==> config.mk <==
export PLATFORM = sky130hd
export DESIGN_NAME = dpot_core
export DESIGN_NICKNAME = d
export VERILOG_FILES = /design/src/rtl/dpot_pkg.sv /design/src/rtl/dpot_serial_rx.sv /design/src/rtl/dpot_otp.sv /design/src/rtl/dpot_core.sv
export SDC_FILE = /design/constraint.sdc
export NUM_CORES = 1
export LEC_CHECK = 0
export CAP_MARGIN = 30
export CORE_MARGIN = 2
export CORE_UTILIZATION = 45
export CTS_BUF_LIST = sky130_fd_sc_hd__clkbuf_8
export CTS_CLUSTER_SIZE = 30
export DETAILED_ROUTE_END_ITERATION = 8
export DONT_BUFFER_PORTS = 1
export GPL_TIMING_DRIVEN = 0
export MAX_ROUTING_LAYER = met4
export PLACE_DENSITY_LB_ADDON = 0.25
export SYNTH_ARGS = -nofsm -noshare
export SYNTH_HDL_FRONTEND = slang
export SYNTH_SLANG_ARGS = --single-unit
==> constraint.sdc <==
create_clock -name clk -period 3.4 [get_ports clk]
set_input_delay 0.34 -clock clk [delete_from_list [all_inputs] [get_ports clk]]
set_output_delay 0.34 -clock clk [all_outputs]
set_load 0.01 [all_outputs]
==> src/rtl/dpot_pkg.sv <==
package dpot_pkg;

  typedef enum logic [3:0] {
    OP_NOP      = 4'd0,
    OP_WR_WIPER = 4'd1,
    OP_RD_WIPER = 4'd2,
    OP_PROG     = 4'd3,
    OP_SW_RST   = 4'd4,
    OP_RD_SLOT  = 4'd5,
    OP_WR_CTRL  = 4'd6,
    OP_SHDN     = 4'd8
  } op_e;

  typedef struct packed {
    logic perf;
    logic wr_en;
    logic prog_en;
  } ctrl_t;

endpackage

==> src/rtl/dpot_serial_rx.sv <==
module dpot_serial_rx #(
  parameter int FRAME_W     = 16,
  parameter int PAYLOAD_W   = 14,
  parameter int SYNC_STAGES = 2
) (
  input  logic                 clk,
  input  logic                 rst_n,
  input  logic                 sclk,
  input  logic                 din,
  input  logic                 sync_n,
  input  logic                 load,
  input  logic [FRAME_W-1:0]   load_word,
  output logic                 sdo,
  output logic                 fire,
  output logic [PAYLOAD_W-1:0] payload
);
  localparam int CNT_W = $clog2(FRAME_W);

  logic [SYNC_STAGES:0]   sclk_s;
  logic [SYNC_STAGES:0]   sync_s;
  logic [SYNC_STAGES-1:0] din_s;
  logic [FRAME_W-1:0]     sr;
  logic [CNT_W-1:0]       cnt;
  logic                   have_bits;

  logic sclk_fall, sync_rise, sync_fall, sync_low, din_b;

  // synchronisers with one extra stage for edge detection
  always_ff @(posedge clk or negedge rst_n) begin
    if (!rst_n) begin
      sclk_s <= '0;
      sync_s <= '1;
      din_s  <= '0;
    end else begin
      sclk_s <= {sclk_s[SYNC_STAGES-1:0], sclk};
      sync_s <= {sync_s[SYNC_STAGES-1:0], sync_n};
      din_s  <= {din_s[SYNC_STAGES-2:0], din};
    end
  end

  assign sclk_fall = sclk_s[SYNC_STAGES] & ~sclk_s[SYNC_STAGES-1];
  assign sync_rise = ~sync_s[SYNC_STAGES] & sync_s[SYNC_STAGES-1];
  assign sync_fall = sync_s[SYNC_STAGES] & ~sync_s[SYNC_STAGES-1];
  assign sync_low  = ~sync_s[SYNC_STAGES-1];
  assign din_b     = din_s[SYNC_STAGES-1];

  always_ff @(posedge clk or negedge rst_n) begin
    if (!rst_n) begin
      sr        <= '0;
      cnt       <= '0;
      have_bits <= 1'b0;
      fire      <= 1'b0;
    end else begin
      fire <= 1'b0;
      if (sync_fall) begin
        cnt       <= '0;
        have_bits <= 1'b0;
      end else if (sclk_fall && sync_low) begin
        sr        <= {sr[FRAME_W-2:0], din_b};
        cnt       <= (cnt == CNT_W'(FRAME_W-1)) ? '0 : cnt + CNT_W'(1);
        have_bits <= 1'b1;
      end else if (sync_rise) begin
        fire      <= have_bits && (cnt == '0);
        have_bits <= 1'b0;
      end else if (load) begin
        sr <= load_word;
      end
    end
  end

  assign sdo     = sr[FRAME_W-1];
  assign payload = sr[PAYLOAD_W-1:0];

endmodule

==> src/rtl/dpot_otp.sv <==
module dpot_otp #(
  parameter int SLOTS  = 20,
  parameter int DATA_W = 10,
  parameter int IDX_W  = $clog2(SLOTS),
  parameter int USED_W = $clog2(SLOTS+1)
) (
  input  logic              clk,
  input  logic              rst_n,
  input  logic              prog,
  input  logic [DATA_W-1:0] prog_data,
  input  logic [IDX_W-1:0]  rd_idx,
  output logic [DATA_W-1:0] rd_data,
  output logic [DATA_W-1:0] last_data,
  output logic              any,
  output logic [USED_W-1:0] used
);
  logic [DATA_W-1:0] mem [SLOTS];

  always_ff @(posedge clk or negedge rst_n) begin
    if (!rst_n) begin
      used <= '0;
      for (int i = 0; i < SLOTS; i++) mem[i] <= '0;
    end else if (prog && (used < USED_W'(SLOTS))) begin
      used <= used + USED_W'(1);
      for (int i = 0; i < SLOTS; i++)
        if (used == USED_W'(i)) mem[i] <= prog_data;
    end
  end

  always_comb begin
    rd_data   = '0;
    last_data = '0;
    for (int i = 0; i < SLOTS; i++) begin
      if (rd_idx == IDX_W'(i))   rd_data   = mem[i];
      if (used == USED_W'(i+1))  last_data = mem[i];
    end
  end

  assign any = (used != '0);

endmodule

==> src/rtl/dpot_core.sv <==
module dpot_core #(
  parameter int DATA_W      = 10,
  parameter int CMD_W       = 4,
  parameter int PAD_W       = 2,
  parameter int SLOTS       = 20,
  parameter int SYNC_STAGES = 2
) (
  input  logic              clk,
  input  logic              rst_n,
  input  logic              sclk,
  input  logic              din,
  input  logic              sync_n,
  input  logic              hw_reset,
  output logic              sdo,
  output logic [DATA_W-1:0] wiper,
  output logic              shutdown,
  output logic              perf_en
);
  import dpot_pkg::*;

  localparam int FRAME_W   = PAD_W + CMD_W + DATA_W;
  localparam int PAYLOAD_W = CMD_W + DATA_W;
  localparam int IDX_W     = $clog2(SLOTS);
  localparam int USED_W    = $clog2(SLOTS+1);
  localparam logic [DATA_W-1:0] MID = DATA_W'(1) << (DATA_W-1);

  logic                 fire, load, prog, reload, otp_any;
  logic [PAYLOAD_W-1:0] payload;
  logic [FRAME_W-1:0]   load_word;
  logic [DATA_W-1:0]    data, slot_rd, slot_last, reload_val;
  logic [USED_W-1:0]    otp_used;
  logic [SYNC_STAGES:0] hw_s;
  logic                 hw_rise;
  ctrl_t                ctrl;
  op_e                  op;

  assign data = payload[DATA_W-1:0];
  assign op   = op_e'(payload[PAYLOAD_W-1 -: CMD_W]);

  dpot_serial_rx #(
    .FRAME_W(FRAME_W), .PAYLOAD_W(PAYLOAD_W), .SYNC_STAGES(SYNC_STAGES)
  ) u_rx (
    .clk(clk), .rst_n(rst_n), .sclk(sclk), .din(din), .sync_n(sync_n),
    .load(load), .load_word(load_word), .sdo(sdo), .fire(fire),
    .payload(payload)
  );

  dpot_otp #(
    .SLOTS(SLOTS), .DATA_W(DATA_W), .IDX_W(IDX_W), .USED_W(USED_W)
  ) u_otp (
    .clk(clk), .rst_n(rst_n), .prog(prog), .prog_data(wiper),
    .rd_idx(data[IDX_W-1:0]), .rd_data(slot_rd), .last_data(slot_last),
    .any(otp_any), .used(otp_used)
  );

  // reset pin synchroniser and rising-edge detect
  always_ff @(posedge clk or negedge rst_n) begin
    if (!rst_n) hw_s <= '0;
    else        hw_s <= {hw_s[SYNC_STAGES-1:0], hw_reset};
  end
  assign hw_rise = ~hw_s[SYNC_STAGES] & hw_s[SYNC_STAGES-1];

  assign reload     = hw_rise | (fire && op == OP_SW_RST);
  assign reload_val = otp_any ? slot_last : MID;
  assign prog       = fire && op == OP_PROG && ctrl.prog_en;
  assign load       = fire && (op == OP_RD_WIPER || op == OP_RD_SLOT);
  assign load_word  = {{(FRAME_W-DATA_W){1'b0}},
                       (op == OP_RD_WIPER) ? wiper : slot_rd};

  always_ff @(posedge clk or negedge rst_n) begin
    if (!rst_n) begin
      wiper    <= MID;
      ctrl     <= '0;
      shutdown <= 1'b0;
    end else if (reload) begin
      wiper <= reload_val;
      ctrl  <= '0;
    end else if (fire) begin
      case (op)
        OP_WR_WIPER: if (ctrl.wr_en) wiper <= data;
        OP_WR_CTRL:  ctrl     <= ctrl_t'(data[2:0]);
        OP_SHDN:     shutdown <= data[0];
        default:     ;
      endcase
    end
  end

  assign perf_en = ctrl.perf;

endmodule

==> metrics.cfg <==
[clock_tree]
cts.sinks = 252
cts_buffers = 46
ctsHoldBuffers = 4
clock_path_buffers = 3
htreeDepth = 2
tritoncts = built
postCtsSetupBuffers = 0
clk_pin_slew_ps = 70
cts.root.buffer_cell = clkbuf_8
clk_latency_ps = 660

[critical_path]
cp-end-kind = register
arrival_ps = 4150
crit_chain = buf_2, buf_2, inv_1, clkbuf_1, o21ai_0, o2bb2ai_1, a221oi_1, o21ai_0, a22o_1
cp_data_required_time_ps = 3930
path_class = reg2reg
max_stage_delay_ps = 650
cp_max_fo = 10
cp_num_buf_inv = 4
start_kind = register
cpLargestDelayFamily = compound AO/OA/AOI/OAI gates
crit_slowest_cell = a221oi_1

[timing]
hold_slack_ps = -630
relSlewSlack_pct = 24.1
setup-tns-final_ps = -793
period_needed_ps = 3620
finalClockSkew_ps = 48.1
tightest_slew_ps = 1140
setup_ws_ps = -218
slew_violations = 0
rsz0062_at_grt = true
period_share_pct = 106
achievable-frequency_mhz = 276
setup_viol = 10
hold_violations = 252

[yosys]
synth_xor_area_share_pct = 0.237
synth_ff_type = dfrtp_1
synth.distinct_cells = 89
synth-edff-count = 0
syn_inst = 1476
synth_seq_cells = 252
ys_top_cells_by_area = dfrtp_1, mux2_2, a21oi_1
netlist_area_sq_um = 14800
yosys.area_share.adder_pct = 0.762
synth_warnings = 0
yosysTopAreaCellShare_pct = 42.0
synth_top_family_by_area = compound AO/OA/AOI/OAI gates
synthSimpleGateAreaFrac_pct = 14.5
avgSynthCellArea_sq_um = 10.0
synth.area.mux_share_pct = 17.7
syn-num-nets = 1491
synth-compound-area-share_pct = 19.4
synthArstFlopShare_pct = 100
synth_largest_area_cell = dfrtp_1
yosysSeqAreaShare_pct = 42.7

[min_path]
hp-class = in2async

[grt]
grt_pass1_wl_um = 103000
antenna_found_initial = 1
track_usage_pct = 45.1
grt_max_degree = 253
grt-ovfl-total = 0
grt_pass1_vias = 13200

[routing]
drtAntennaViolNets = 0
drc_errors = 0
vias = 14100
drt_wl_total_um = 74200
wl_per_cell_um = 36.8
first_pass_iters = 8
vias_per_cell = 6.99
drt-initial-drc-count = 2352

[flow_run]
maxCapViolCount = 0

[status]
violations = negative hold slack, negative setup slack
status = finished, violations left

[placed_design]
place_congestion = 1.07
dpl_cell_area_sq_um = 15500
dpl.hpwl_um = 54000
numPlacedInstances = 1927
portBuffers = 0

[power_and_ir_drop]
p_per_area_nw_per_um2 = 560
power_leakage_uw = 0.00746
ir_worst_vdd_mv = 0.314

[floorplanning]
dieArea_sq_um = 34300
initial_utilization_pct = 45.6
die_x_um = 185
pin_count = 19
die_y_um = 185
core_sq_um = 32500
rows = 66

[final_layout]
stdcell_area_sq_um = 16700
mostFrequentLayoutCells = dfrtp_1, mux2_2, a21oi_1, o21ai_0, nor2_1
synthToLayoutAreaGrowth_pct = 13.2
layout_commonest_cell = dfrtp_1
num-nets-final = 1549
drive_gt1_share_pct = 26.0
final_cells = 2015
fill_cells = 3017
final_util_pct = 51.6

report_power, final:
group          internal [uW]  leakage, uW  switching (uW)  total, uW
combinational            679      0.00345            2060       2740
clock                   1920     0.000554            1520       3440
sequential              3090      0.00346             110       3190
total                   5690      0.00746            3690       9380
cells in the mapped netlist, types with 7 or more instances:
master / number
nor3b_1: 11
mux2i_1: 21
a211oi_1: 13
nor4_1: 10
nor2_1: 92
or3_1: 9
nand2b_1: 15
o211ai_1: 14
a2bb2oi_1: 8
o21ai_0: 100
a211o_1: 7
nand4_1: 11
buf_1: 8
a2111oi_0: 7
nor3_1: 26
nand4bb_1: 7
dfrtp_1: 248
a31oi_1: 16
a221oi_1: 16
o221ai_1: 9
buf_2: 34
nor2b_1: 20
nand2_1: 91
o22ai_1: 36
inv_1: 29
clkbuf_1: 77
a32oi_1: 7
and2_1: 10
o31ai_1: 8
ha_1: 9
mux2_2: 198
a22o_1: 11
nand3_1: 21
a22oi_1: 19
mux4_2: 8
a21oi_1: 107
worst register-to-register path, stage by stage, from the launching register on:
cell and delay (ps):
dfrtp_1 320, buf_2 280, buf_2 440, inv_1 100, clkbuf_1 430, o21ai_0 310
o2bb2ai_1 120, a221oi_1 650, o21ai_0 530, a22o_1 310
stage by stage:
stage	worst slack (ps)	total power, uW
finish	-218	9380
global route	-93.9	9480
CTS	19.8	9160
detailed placement	-1260	5760
global placement	-1250	5680
floorplan	505	4440
path summary, 6_finish.rpt:
| check | start | end | slack [ps] | cells past startpoint |
|---|---|---|---|---|
| min in group clk | sync_n | u_rx.sync_s[0]$_DFF_PN1_ | 230 | 1 |
| max reg2reg | u_rx.sr[0]$_DFFE_PN0P_ | u_rx.sr[2]$_DFFE_PN0P_ | -220 | 9 |
| max in group asynchronous | rst_n | u_otp.mem[104]$_DFFE_PN0P_ | 3610 | 0 |
| min reg2reg | u_rx.sclk_s[0]$_DFF_PN0_ | u_rx.sclk_s[1]$_DFF_PN0_ | 350 | 0 |
| min | rst_n | u_otp.mem[181]$_DFFE_PN0P_ | -630 | 0 |
| max | u_rx.sr[0]$_DFFE_PN0P_ | u_rx.sr[2]$_DFFE_PN0P_ | -220 | 9 |
cell type report:
type	count	area (sq um)	area share, %
multi-input combinational	1066	7920	47.3
sequential	252	6310	37.7
clock buffer	54	743	4.44
buffer	125	611	3.65
tap	442	553	3.30
clock inverter	30	314	1.88
timing repair buffer	13	156	0.935
inverter	30	116	0.695
antenna	3	7.51	0.0449
kinds of logic (layout without fill, tap and decap cells):
kind of cell               after synthesis  after routing
AOI/OAI and AO/OA                      438            438
muxes                                  227            227
adders and majority gates                9              9
and+or+nand+nor                        388            388
DFF                                    252            252
xor gates and xnor gates                 4              4
buffers and inverters                  158            252
other                                    0              3
sequential cells by signal, summed over array words and instances (netlist names):
register	cells
u_otp.mem	200
u_rx.sr	16
wiper	10
u_otp.used	5
u_rx.cnt	4
hw_s	3
u_rx.sclk_s	3
u_rx.sync_s	3
ctrl	2
u_rx.din_s	2
perf_en	1
shutdown	1
u_rx.fire	1
u_rx.have_bits	1
layer usage:
layer  vias up  wire [um]  global-route usage, %
met1      7042      30200                   61.1
met2      1135      29400                   59.5
met5         -          0                      -
li1       5676          -                      -
met4         0       5050                   25.1
met3       240       9510                   13.4
timing repair:
item	in CTS	in global routing
pin swaps	0	1
endpoints found under the hold margin	256	252
gates resized for setup	41	22
setup endpoints to repair	37	22
No activity file was read; power rests on OpenSTA's default activity.
